--- config.mk ---
export PLATFORM = sky130hd
export DESIGN_NAME = msi_ring_writer
export DESIGN_NICKNAME = d
export VERILOG_FILES = /design/src/rtl/msi_ring_writer.sv
export SDC_FILE = /design/constraint.sdc
export NUM_CORES = 1
export LEC_CHECK = 0
export BUFFER_PORTS_ARGS = -buffer_cell sky130_fd_sc_hd__buf_2
export CORE_MARGIN = 8
export CORE_UTILIZATION = 40
export DETAILED_ROUTE_END_ITERATION = 12
export GPL_ROUTABILITY_DRIVEN = 1
export SLEW_MARGIN = 25
export SYNTH_ARGS = -nofsm -noshare
export SYNTH_HDL_FRONTEND = slang
export SYNTH_SLANG_ARGS = --single-unit
--- constraint.sdc ---
create_clock -name clk -period 7.9 [get_ports clk]
set_input_delay 0.79 -clock clk [delete_from_list [all_inputs] [get_ports clk]]
set_output_delay 0.79 -clock clk [all_outputs]
set_load 0.005 [all_outputs]
--- src/rtl/msi_ring_writer.sv ---
module msi_ring_writer #(
  parameter int OFF_W  = 32,
  parameter int DROP_W = 16
) (
  input  logic         clk,
  input  logic         rst_n,
  input  logic         reg_wr,
  input  logic [2:0]   reg_addr,
  input  logic [31:0]  reg_wdata,
  output logic [31:0]  reg_rdata,
  input  logic         msi_valid,
  input  logic [31:0]  msi_data,
  output logic         msi_ready,
  output logic         mem_req,
  output logic [63:0]  mem_addr,
  output logic [127:0] mem_data,
  input  logic         mem_ready,
  output logic         irq
);
  localparam int          ENTRY     = 16;
  localparam logic [9:0]  CTRL_BITS = 10'h31B;
  localparam logic [OFF_W-1:0] MIN_RING = OFF_W'(32'h8000);

  logic [9:0]        ctrl_q;
  logic [31:0]       base_hi_q, base_lo_q, data_q;
  logic [63:0]       addr_q;
  logic [OFF_W-1:0]  roff_q, woff_q;
  logic [DROP_W-1:0] drop_q;
  logic              busy_q;

  logic [OFF_W-1:0] ring_mask, wr_pos, next_pos;
  logic             ring_full, take, base_wr;

  assign ring_mask = ((MIN_RING << ctrl_q[9:8]) - OFF_W'(1)) & ~OFF_W'(15);
  assign wr_pos    = woff_q & ring_mask;
  assign next_pos  = (wr_pos + OFF_W'(ENTRY)) & ring_mask;
  assign ring_full = ctrl_q[1] && (next_pos == roff_q);
  assign take      = msi_valid && msi_ready && ctrl_q[0];
  assign base_wr   = reg_wr && (reg_addr == 3'd3 || reg_addr == 3'd4);

  assign msi_ready = !busy_q;
  assign mem_req   = busy_q;
  assign mem_addr  = addr_q;
  assign mem_data  = {96'b0, data_q};
  assign irq       = ctrl_q[3] && (wr_pos != roff_q);

  always_comb begin
    case (reg_addr)
      3'd0:    reg_rdata = {22'b0, ctrl_q};
      3'd3:    reg_rdata = base_hi_q;
      3'd4:    reg_rdata = base_lo_q;
      3'd5:    reg_rdata = 32'(roff_q);
      3'd6:    reg_rdata = 32'(woff_q);
      3'd7:    reg_rdata = 32'(drop_q);
      default: reg_rdata = 32'b0;
    endcase
  end

  always_ff @(posedge clk) begin
    if (!rst_n) begin
      ctrl_q    <= '0;
      base_hi_q <= '0;
      base_lo_q <= '0;
      roff_q    <= '0;
      woff_q    <= '0;
      drop_q    <= '0;
      busy_q    <= 1'b0;
      addr_q    <= '0;
      data_q    <= '0;
    end else begin
      if (busy_q && mem_ready) begin
        busy_q <= 1'b0;
        woff_q <= woff_q + OFF_W'(ENTRY);
      end
      if (take) begin
        if (ring_full && ctrl_q[4]) begin
          drop_q <= drop_q + DROP_W'(1);
        end else begin
          busy_q <= 1'b1;
          addr_q <= {base_hi_q, base_lo_q} + 64'(wr_pos);
          data_q <= msi_data;
        end
      end
      if (reg_wr) begin
        case (reg_addr)
          3'd0: ctrl_q    <= reg_wdata[9:0] & CTRL_BITS;
          3'd3: base_hi_q <= reg_wdata;
          3'd4: base_lo_q <= reg_wdata;
          3'd5: roff_q    <= OFF_W'(reg_wdata) & ring_mask;
          default: ;
        endcase
      end
      if (base_wr) begin
        woff_q <= '0;
        roff_q <= '0;
      end
    end
  end
endmodule

==> impl_metrics.csv, run 1 <==
group,metric,value,unit
die,fp.dieArea,40800,µm²
logic_synthesis,yosys-top-cells-area,"dfxtp_1 (35%), nand2_1 (7.2%), mux2i_1 (6.6%)",
setup_path,crit_fanout,17,
setup_path,end_kind,"flop",
clock_tree,cts_resized,0,
logic_synthesis,synth_seq_cells,239,
logic_synthesis,syn_inst,1693,
global_routing,grt_pass1_wl,68.3,mm
setup_path,slowest_delay,0.51,ns
placement,dpl_cell_area,14700,µm²
sta,finClkSkew,0.0109,ns
setup_path,arrival,4.90,ns
power,ir_drop,0.171,mV
final_layout,fillers,3479,
sta,tns,0,ns
sta,finalSetupViolCount,0,
die,fp.dieH,202,µm
final_layout,final_cell_mix,"nand2_1 (263), dfxtp_1 (239), buf_2 (201)",
clock_tree,cts_buffer_depth,3,
power,seqPwrFrac,44.3,%
sta,max_slew_margin,34.3,%
sta,finalCritPeriodShare,56.1,%
clock_tree,cts_tree,"built",
setup_path,start_kind,"flop",
final_layout,finish.instance_area,15700,µm²
final_layout,layout.nets,1931,
setup_path,critPathKind,"reg2reg",
routing,via_per_inst,5.33,
placement,io_buffers,202,
power,intPower,2.12,mW
logic_synthesis,yosys.area.top_type,"dfxtp_1",
sta,finalHoldViolCount,0,
routing,num_vias,12300,
sta,fmax,226,MHz
die,core_area,34300,µm²
routing,wirelength,44.5,mm
final_layout,antenna_cells,0,
hold_path,hold_class,"reg2reg",
clock_tree,cts_made_buffers,28,
job,drv_cap,0,
logic_synthesis,yosysWarnings,0,
power,p_sw_share,23.8,%
clock_tree,htreeDepth,1,
routing,wl_per_cell,19.3,µm
power,p_per_area,177,nW/µm²
routing,drt_iter0_markers,921,
logic_synthesis,synth_ff_type,"dfxtp_1",
logic_synthesis,synth_cell_types,74,
logic_synthesis,synth_enable_flop_cells,0,
sta,period_minus_slack,4.43,ns
setup_path,cp_slowest_cell,"a221o_1",
logic_synthesis,yosys.area.top_type_share,34.6,%
clock_tree,clk_latency,0.54,ns
die,floorplan.initialDensity,40.3,%
clock_tree,path_clk_slew,0.06,ns
clock_tree,numClockSinks,239,
final_layout,layout_commonest_cell,"nand2_1",
routing,drtAntennaViolNets,0,
sta,worst_slew_pin_slew,0.983,ns
die,die_w,202,µm
placement,routabilityCongestion,0.888,
logic_synthesis,ys_seq_area_share,34.6,%
sta,rsz0062_at_grt,"no",
final_layout,syn2layout_area_growth,13.6,%
clock_tree,postCtsSetupBuffers,0,
setup_path,path_cells,"nor2_1 > inv_1 > ha_1 > nor2b_1 > buf_4 > and2_1 > ha_1 > nand3_1 > or3_1 > or2_2 > o221ai_1 > a221o_1 > nand3_1 > or3_1 > a31oi_1",
die,ioPinCount,299,
global_routing,grt_usage,20.5,%
power,clkPwrFrac,49.7,%
routing,firstDrtPassIters,6,
logic_synthesis,syn_area_per_cell,8.17,µm²
global_routing,grt_pass1_vias,11900,
routing,remaining_drc_errors,0,
logic_synthesis,async_flop_share,0,%
placement,hpwl,33.0,mm
status,status,"complete, no violations",
global_routing,antenna_found_initial,1,
power,p_comb_share,6.0,%
logic_synthesis,synth_area,13800,µm²
setup_path,r2r_slack,3.47,ns
sta,drv_slew,0,
setup_path,critPathRequiredTime,8.37,ns
clock_tree,cts_root_buffer,"clkbuf_16",
power,p_sw,0.664,mW
global_routing,grt.overflow.total,0,
global_routing,grt_max_degree,132,
die,fp-row-count,68,
final_layout,drive_gt1_share,15.5,%
power,power.leakage,6.24,nW
clock_tree,holdBufCountCts,0,
## cells by family (layout without fill, tap and decap cells)
kind of cell,after synthesis,in the layout,synth area share (%)
AOI/OAI and AO/OA,358,358,17.3
xor gates and xnor gates,103,103,6.58
adders and majority gates,33,33,3.04
buffers and inverters,233,290,9.36
DFF,239,239,34.6
muxes,92,92,6.67
other,1,99,0.0271
and+or+nand+nor,634,634,22.5
## per-layer routing
layer | up-vias | wire length (µm) | global-route usage, %
li1 | 5957 | - | -
met3 | 83 | 3620 | 4.88
met4 | 2 | 1150 | 6.10
met5 | - | 8 | 0
met2 | 461 | 20100 | 32.7
met1 | 5766 | 19500 | 27.2
## metrics by stage
step	worst slack (ns)	util, %	cells	total power [mW]	hold WS, ns
after floorplan	3.78	-	1791	1.39	0.443
after global placement	3.62	42.9	2251	1.42	0.460
after detailed placement	3.55	42.9	2251	1.42	0.465
after CTS	3.52	45.8	2303	2.82	0.476
after global routing	3.04	45.8	2303	2.88	0.497
final	3.47	45.8	2303	2.79	0.475
## layout make-up
class,count,area [µm²],share of cell area (%)
clock inverters,15,190,1.21
multi-input cells,1319,8160,51.9
flip-flops and latches,239,4780,30.4
well taps,455,569,3.62
inverters,24,90.1,0.573
clock buffers,37,806,5.13
repair buffers,214,1120,7.10
## sequential cells by signal, indices dropped and copies added (netlist names)
name       cells
base_lo_q     32
mem_req        1
data_q        32
mem_addr      64
base_hi_q     32
ctrl_q         6
drop_q        16
woff_q        28
roff_q        28
## worst paths after layout
check                                            endpoint                       from  cells past startpoint
worst max-delay path            mem_addr[53]$_SDFFE_PN0P_     ctrl_q[9]$_SDFFE_PN0P_                     15
worst min-delay path            mem_addr[31]$_SDFFE_PN0P_  mem_addr[31]$_SDFFE_PN0P_                      2
worst max register to register  mem_addr[53]$_SDFFE_PN0P_     ctrl_q[9]$_SDFFE_PN0P_                     15
worst min register to register  mem_addr[31]$_SDFFE_PN0P_  mem_addr[31]$_SDFFE_PN0P_                      2
## power groups by stage
stage	combinational (mW)	clock [mW]	sequential, mW
4_1_cts	0.162	1.42	1.23
6_report	0.166	1.39	1.23
3_5_place_dp	0.162	0	1.26
2_1_floorplan	0.133	0	1.25
5_1_grt	0.182	1.47	1.24
3_3_place_gp	0.161	0	1.26
## critical path, delay by kind of cell (launching register included)
kind / cells / cell delay [ns]
AND/OR/NAND/NOR: 8 / 2.08
AO/OA/AOI/OAI: 3 / 0.98
buffers and inverters: 2 / 0.31
flip-flops: 1 / 0.38
adder cells (fa/ha/maj): 2 / 0.61
## cell usage after synthesis (all sizes together), types with 21 or more instances
cell      n
and2     25
a22oi    37
dfxtp   239
xnor2    57
o21ai    65
nand2   264
ha       32
inv      24
nor2b    83
mux2i    91
nor2     80
xor2     46
clkbuf   85
nand3    60
nand4    22
buf     124
a21oi    85
and3     21
a21boi   67
Note: power is estimated with default switching activity, not from simulation.
==> inputs of run 2 (changes only) <==
clock period = 4 ns   (was 7.9 ns; I/O delays follow)
==> impl_metrics.csv, run 2 (synthesis gave the netlist of run 1 again) <==
group,metric,value,unit
global_routing,grt.overflow.total,0,
sta,worst_slew_pin_slew,0.813,ns
setup_path,critPathRequiredTime,4.48,ns
sta,finalHoldViolCount,0,
hold_path,whs_path_depth,3,
routing,drt_iter0_markers,972,
routing,wirelength,43.7,mm
final_layout,final_cell_mix,"nand2_1 (264), dfxtp_1 (239), buf_2 (201)",
placement,pre_cts_ws,0.261,ns
sta,drv_slew,0,
routing,drtAntennaViolNets,0,
die,fp.dieH,202,µm
sta,period_minus_slack,3.75,ns
global_routing,grt_usage,20.1,%
routing,num_vias,12400,
clock_tree,cts_made_buffers,29,
clock_tree,cts_resized,0,
sta,finalSetupViolCount,0,
sta,fmax,266,MHz
power,totalPowerFinal,5.56,mW
clock_tree,cts_tree,"built",
setup_path,critPathKind,"reg2reg",
clock_tree,cts_buffer_depth,3,
status,status,"complete, no violations",
global_routing,grt_max_degree,194,
sta,finalCritPeriodShare,93.8,%
final_layout,layout_commonest_cell,"nand2_1",
power,ir_drop,0.305,mV
setup_path,cp-startpoint,"ctrl_q[9]$_SDFFE_PN0P_",
sta,tns,0,ns
power,seqPwrFrac,43.8,%
power,intPower,4.24,mW
placement,hpwl,32.2,mm
clock_tree,clk_latency,0.56,ns
die,core_area,34300,µm²
setup_path,start_kind,"flop",
sta,max_slew_margin,45.8,%
placement,io_buffers,202,
final_layout,antenna_cells,0,
clock_tree,numClockSinks,239,
final_layout,fillers,3385,
routing,wl_per_cell,18.8,µm
clock_tree,postCtsSetupBuffers,0,
setup_path,critPathCapture,"mem_addr[53]$_SDFFE_PN0P_",
setup_path,crit_fanout,10,
sta,rsz0062_at_grt,"no",
setup_path,end_kind,"flop",
power,p_per_area,348,nW/µm²
hold_path,hold_class,"in2reg",
setup_path,arrival,4.23,ns
routing,remaining_drc_errors,0,
die,fp-row-count,68,
setup_path,reg2regPathDepth,14,
clock_tree,htreeDepth,1,
global_routing,grt_pass1_vias,11700,
clock_tree,path_clk_slew,0.06,ns
sta,finClkSkew,0.0204,ns
power,p_comb_share,6.0,%
global_routing,antenna_found_initial,0,
sta,worst_slack,0.246,ns
die,die_w,202,µm
final_layout,layout.nets,1953,
power,power.leakage,6.38,nW
clock_tree,cts_root_buffer,"clkbuf_16",
routing,via_per_inst,5.31,
power,p_sw,1.31,mW
setup_path,reg2reg_to,"mem_addr[53]$_SDFFE_PN0P_",
final_layout,drive_gt1_share,16.5,%
setup_path,r2r_slack,0.25,ns
setup_path,reg2reg_from,"ctrl_q[9]$_SDFFE_PN0P_",
power,clkPwrFrac,50.1,%
final_layout,syn2layout_area_growth,15.3,%
placement,routabilityCongestion,0.887,
routing,firstDrtPassIters,5,
die,floorplan.initialDensity,40.3,%
die,fp.dieArea,40800,µm²
global_routing,grt_pass1_wl,67.4,mm
power,p_sw_share,23.6,%
job,drv_cap,0,
final_layout,largest_reg_flops,64,
die,ioPinCount,299,
clock_tree,holdBufCountCts,0,
==> run 2: cell count changes in the layout (fill, tap and decap cells not counted), moves of 2 or more <==
cell / before / now
clkinv_2: 5 / 2
nor2b_2: 0 / 2
clkinvlp_4: 6 / 3
buf_12: 1 / 4
nor2b_1: 82 / 80
clkbuf_8: 5 / 11
buf_4: 12 / 30
==> run 2: final cells by class <==
cell class              count  area [µm²]  share of cell area [%]
multi-input cells        1319        8170                    51.2
flip-flops and latches    239        4780                    30.0
repair buffers            235        1310                    8.22
clock buffers              44         892                    5.59
well taps                 455         569                    3.57
clock inverters             9         131                   0.824
inverters                  24        90.1                   0.565
==> run 2: layer usage <==
layer  vias to the layer above  global-route usage (%)  share of wire, %
met5                         -                       0                 0
met4                         0                    6.13               2.7
met3                        74                    3.73               7.8
met2                       507                    32.0                45
met1                      5773                    27.2                45
li1                       6001                       -                 -
==> run 2: how the worst min path moves through the flow <==
| stage | startpoint | endpoint | slack [ns] |
|---|---|---|---|
| 3_5_place_dp | mem_addr[31]$_SDFFE_PN0P_ | mem_addr[31]$_SDFFE_PN0P_ | 0.46 |
| 2_1_floorplan | drop_q[15]$_SDFFE_PN0P_ | drop_q[15]$_SDFFE_PN0P_ | 0.44 |
| 6_report | msi_data[9] | data_q[9]$_SDFFE_PN0P_ | 0.1 |
| 5_1_grt | msi_data[28] | data_q[28]$_SDFFE_PN0P_ | 0.09 |
| 3_3_place_gp | drop_q[15]$_SDFFE_PN0P_ | drop_q[15]$_SDFFE_PN0P_ | 0.45 |
| 4_1_cts | msi_data[3] | data_q[3]$_SDFFE_PN0P_ | 0.08 |
==> run 2: critical path: stages, from the launching register on <==
cell	delay, ns
dfxtp_1	0.40
nor2_2	0.20
inv_1	0.09
ha_1	0.19
nor2b_2	0.19
and2_1	0.18
ha_1	0.29
nand3_1	0.10
or3_1	0.38
or2_2	0.30
o221ai_1	0.29
a221o_1	0.34
nand3_1	0.21
or3_1	0.36
a31oi_1	0.15
==> run 2: power by group through the flow <==
stage          combinational (mW)  clock (mW)  sequential [mW]
4_1_cts                     0.328        2.85             2.44
6_report                    0.335        2.79             2.44
5_1_grt                     0.365        2.94             2.44
2_1_floorplan               0.263           0             2.48
3_5_place_dp                0.327           0             2.49
3_3_place_gp                0.324           0             2.49
==> run 2: through the flow <==
step | instance area [µm²] | util, % | instances | hold slack (ns)
2_1_floorplan | 14200 | - | 1791 | 0.443
3_3_place_gp | 14900 | 43.5 | 2272 | 0.454
3_5_place_dp | 14900 | 43.5 | 2272 | 0.462
4_1_cts | 15900 | 46.5 | 2325 | 0.0753
5_1_grt | 16000 | 46.5 | 2325 | 0.0886
6_report | 16000 | 46.5 | 2325 | 0.0965
==> inputs of run 3 (changes only) <==
RECOVER_POWER = 25   (was unset)
==> impl_metrics.csv, run 3 (synthesis gave the netlist of run 1 again) <==
group,metric,value,unit
status,status,"finished with violations",
status,violations,"max-capacitance violations, max-slew violations",
routing,wl_per_cell,18.8,µm
placement,pre_cts_ws,0.261,ns
clock_tree,cts_buffer_depth,3,
sta,finalSetupViolCount,0,
setup_path,arrival,4.24,ns
global_routing,grt_use_met1,27.2,%
power,seqPwrFrac,43.9,%
power,intPower,4.24,mW
clock_tree,cts_tree,"built",
placement,dpl_cell_area,14900,µm²
sta,worst_slack,0.237,ns
placement,routabilityCongestion,0.887,
setup_path,reg2reg_from,"ctrl_q[9]$_SDFFE_PN0P_",
routing,num_vias,12300,
hold_path,whs_path_depth,3,
final_layout,final_cell_mix,"nand2_1 (264), dfxtp_1 (239), buf_2 (127)",
sta,finalHoldViolCount,0,
routing,drtAntennaViolNets,0,
global_routing,use_met3,3.73,%
routing,drt_iter0_markers,982,
die,core_area,34300,µm²
power,p_sw,1.31,mW
setup_path,critPathKind,"reg2reg",
global_routing,grt.overflow.total,0,
setup_path,crit_fanout,10,
global_routing,grt_pass1_vias,11700,
power,power.leakage,6.05,nW
global_routing,grt_usage,20.1,%
final_layout,largest_reg_flops,64,
clock_tree,htreeDepth,1,
setup_path,reg2reg_to,"mem_addr[51]$_SDFFE_PN0P_",
power,clkPwrFrac,50.2,%
global_routing,antenna_found_initial,0,
setup_path,reg2regPathDepth,14,
setup_path,slowest_delay,0.40,ns
power,p_sw_share,23.7,%
sta,drv_slew,7,
clock_tree,cts_root_buffer,"clkbuf_16",
clock_tree,clk_latency,0.56,ns
sta,period_minus_slack,3.76,ns
setup_path,critPathRequiredTime,4.48,ns
sta,tns,0,ns
final_layout,antenna_cells,0,
die,fp.dieArea,40800,µm²
hold_path,holdCritStartpoint,"msi_data[9]",
die,fp.dieH,202,µm
global_routing,grt_max_degree,194,
routing,firstDrtPassIters,5,
clock_tree,cts_made_buffers,29,
placement,numPlacedInstances,2272,
power,p_per_area,351,nW/µm²
die,ioPinCount,299,
final_layout,layout.nets,1953,
placement,hpwl,32.2,mm
setup_path,r2r_slack,0.24,ns
setup_path,end_kind,"flop",
final_layout,layout_commonest_cell,"nand2_1",
sta,rsz0062_at_grt,"no",
routing,remaining_drc_errors,0,
sta,max_slew_margin,-43.4,%
routing,via_per_inst,5.30,
global_routing,grt_pass1_wl,67.4,mm
sta,fmax,266,MHz
setup_path,cp_slowest_cell,"dfxtp_1",
placement,io_buffers,202,
hold_path,holdPathEnd,"data_q[9]$_SDFFE_PN0P_",
die,floorplan.initialDensity,40.3,%
routing,wirelength,43.7,mm
setup_path,start_kind,"flop",
final_layout,finish.utilization,46.2,%
die,fp-row-count,68,
die,die_w,202,µm
sta,finClkSkew,0.0204,ns
clock_tree,path_clk_slew,0.06,ns
clock_tree,numClockSinks,239,
sta,finalCritPeriodShare,94.1,%
hold_path,hold_class,"in2reg",
global_routing,grt.busiest_layer,"met2",
power,ir_drop,0.306,mV
job,drv_cap,1,
final_layout,drive_gt1_share,12.5,%
global_routing,grtUsageMet2,32.0,%
final_layout,syn2layout_area_growth,14.5,%
setup_path,path_cells,"nor2_2 > inv_1 > ha_1 > nor2b_2 > and2_1 > ha_1 > nand3_1 > or3_1 > or2_2 > o221ai_1 > a221o_1 > nand3_1 > or3_1 > a31oi_1",
sta,worst_slew_pin_slew,2.12,ns
power,p_comb_share,6.0,%
clock_tree,holdBufCountCts,0,
final_layout,finish.instance_area,15800,µm²
final_layout,fillers,3427,
final_layout,final_cells,2325,
-- run 3: cell count changes in the layout (fill, tap and decap cells not counted), sizes merged --
cell    delta
buf       -74
clkbuf    +74
-- run 3: worst max-delay path: cells and delay by family, from the launching register on --
family | cells | cell delay [ns]
AND/OR/NAND/NOR | 8 | 1.92
adder cells (fa/ha/maj) | 2 | 0.49
AO/OA/AOI/OAI | 3 | 0.79
buffers and inverters | 1 | 0.09
flip-flops | 1 | 0.40
-- run 3: power by group through the flow --
| stage | logic [mW] | clock network (mW) | registers, mW |
|---|---|---|---|
| 6_report | 0.332 | 2.79 | 2.44 |
| 5_1_grt | 0.362 | 2.94 | 2.44 |
| 4_1_cts | 0.328 | 2.85 | 2.44 |
| 3_5_place_dp | 0.327 | 0 | 2.49 |
| 3_3_place_gp | 0.324 | 0 | 2.49 |
| 2_1_floorplan | 0.263 | 0 | 2.48 |
-- run 3: stage by stage --
stage,hold slack (ns),total power [mW]
after global routing,0.0886,5.74
after CTS,0.0753,5.61
after floorplan,0.443,2.74
after detailed placement,0.462,2.82
final,0.0957,5.56
after global placement,0.454,2.81
-- run 3: layout make-up --
cell class                 instances  area (µm²)  area share, %
multi-input combinational       1319        8160           51.5
inverter                          24        90.1          0.569
timing repair buffer             235        1220           7.69
clock buffer                      44         892           5.63
clock inverter                     9         131          0.829
tap                              455         569           3.59
sequential                       239        4780           30.2
-- run 3: worst max path at each step --
| stage | startpoint | to | depth (start not counted) |
|---|---|---|---|
| after floorplan | ctrl_q[9]$_SDFFE_PN0P_ | mem_addr[53]$_SDFFE_PN0P_ | 18 |
| after global placement | ctrl_q[9]$_SDFFE_PN0P_ | mem_addr[63]$_SDFFE_PN0P_ | 15 |
| after detailed placement | ctrl_q[9]$_SDFFE_PN0P_ | mem_addr[63]$_SDFFE_PN0P_ | 14 |
| after CTS | ctrl_q[9]$_SDFFE_PN0P_ | mem_addr[63]$_SDFFE_PN0P_ | 14 |
| after global routing | ctrl_q[9]$_SDFFE_PN0P_ | mem_addr[53]$_SDFFE_PN0P_ | 14 |
| final | ctrl_q[9]$_SDFFE_PN0P_ | mem_addr[51]$_SDFFE_PN0P_ | 14 |
-- run 3: what timing repair did --
item                                    CTS  global route
buffers inserted                          0             0
endpoints found under the setup margin    0            19
resized for setup                         0             4
-- run 3: layer usage --
metal	up-vias	wire [µm]
li1	6004	-
met5	-	0
met2	505	19500
met4	0	1220
met3	71	3500
met1	5750	19400
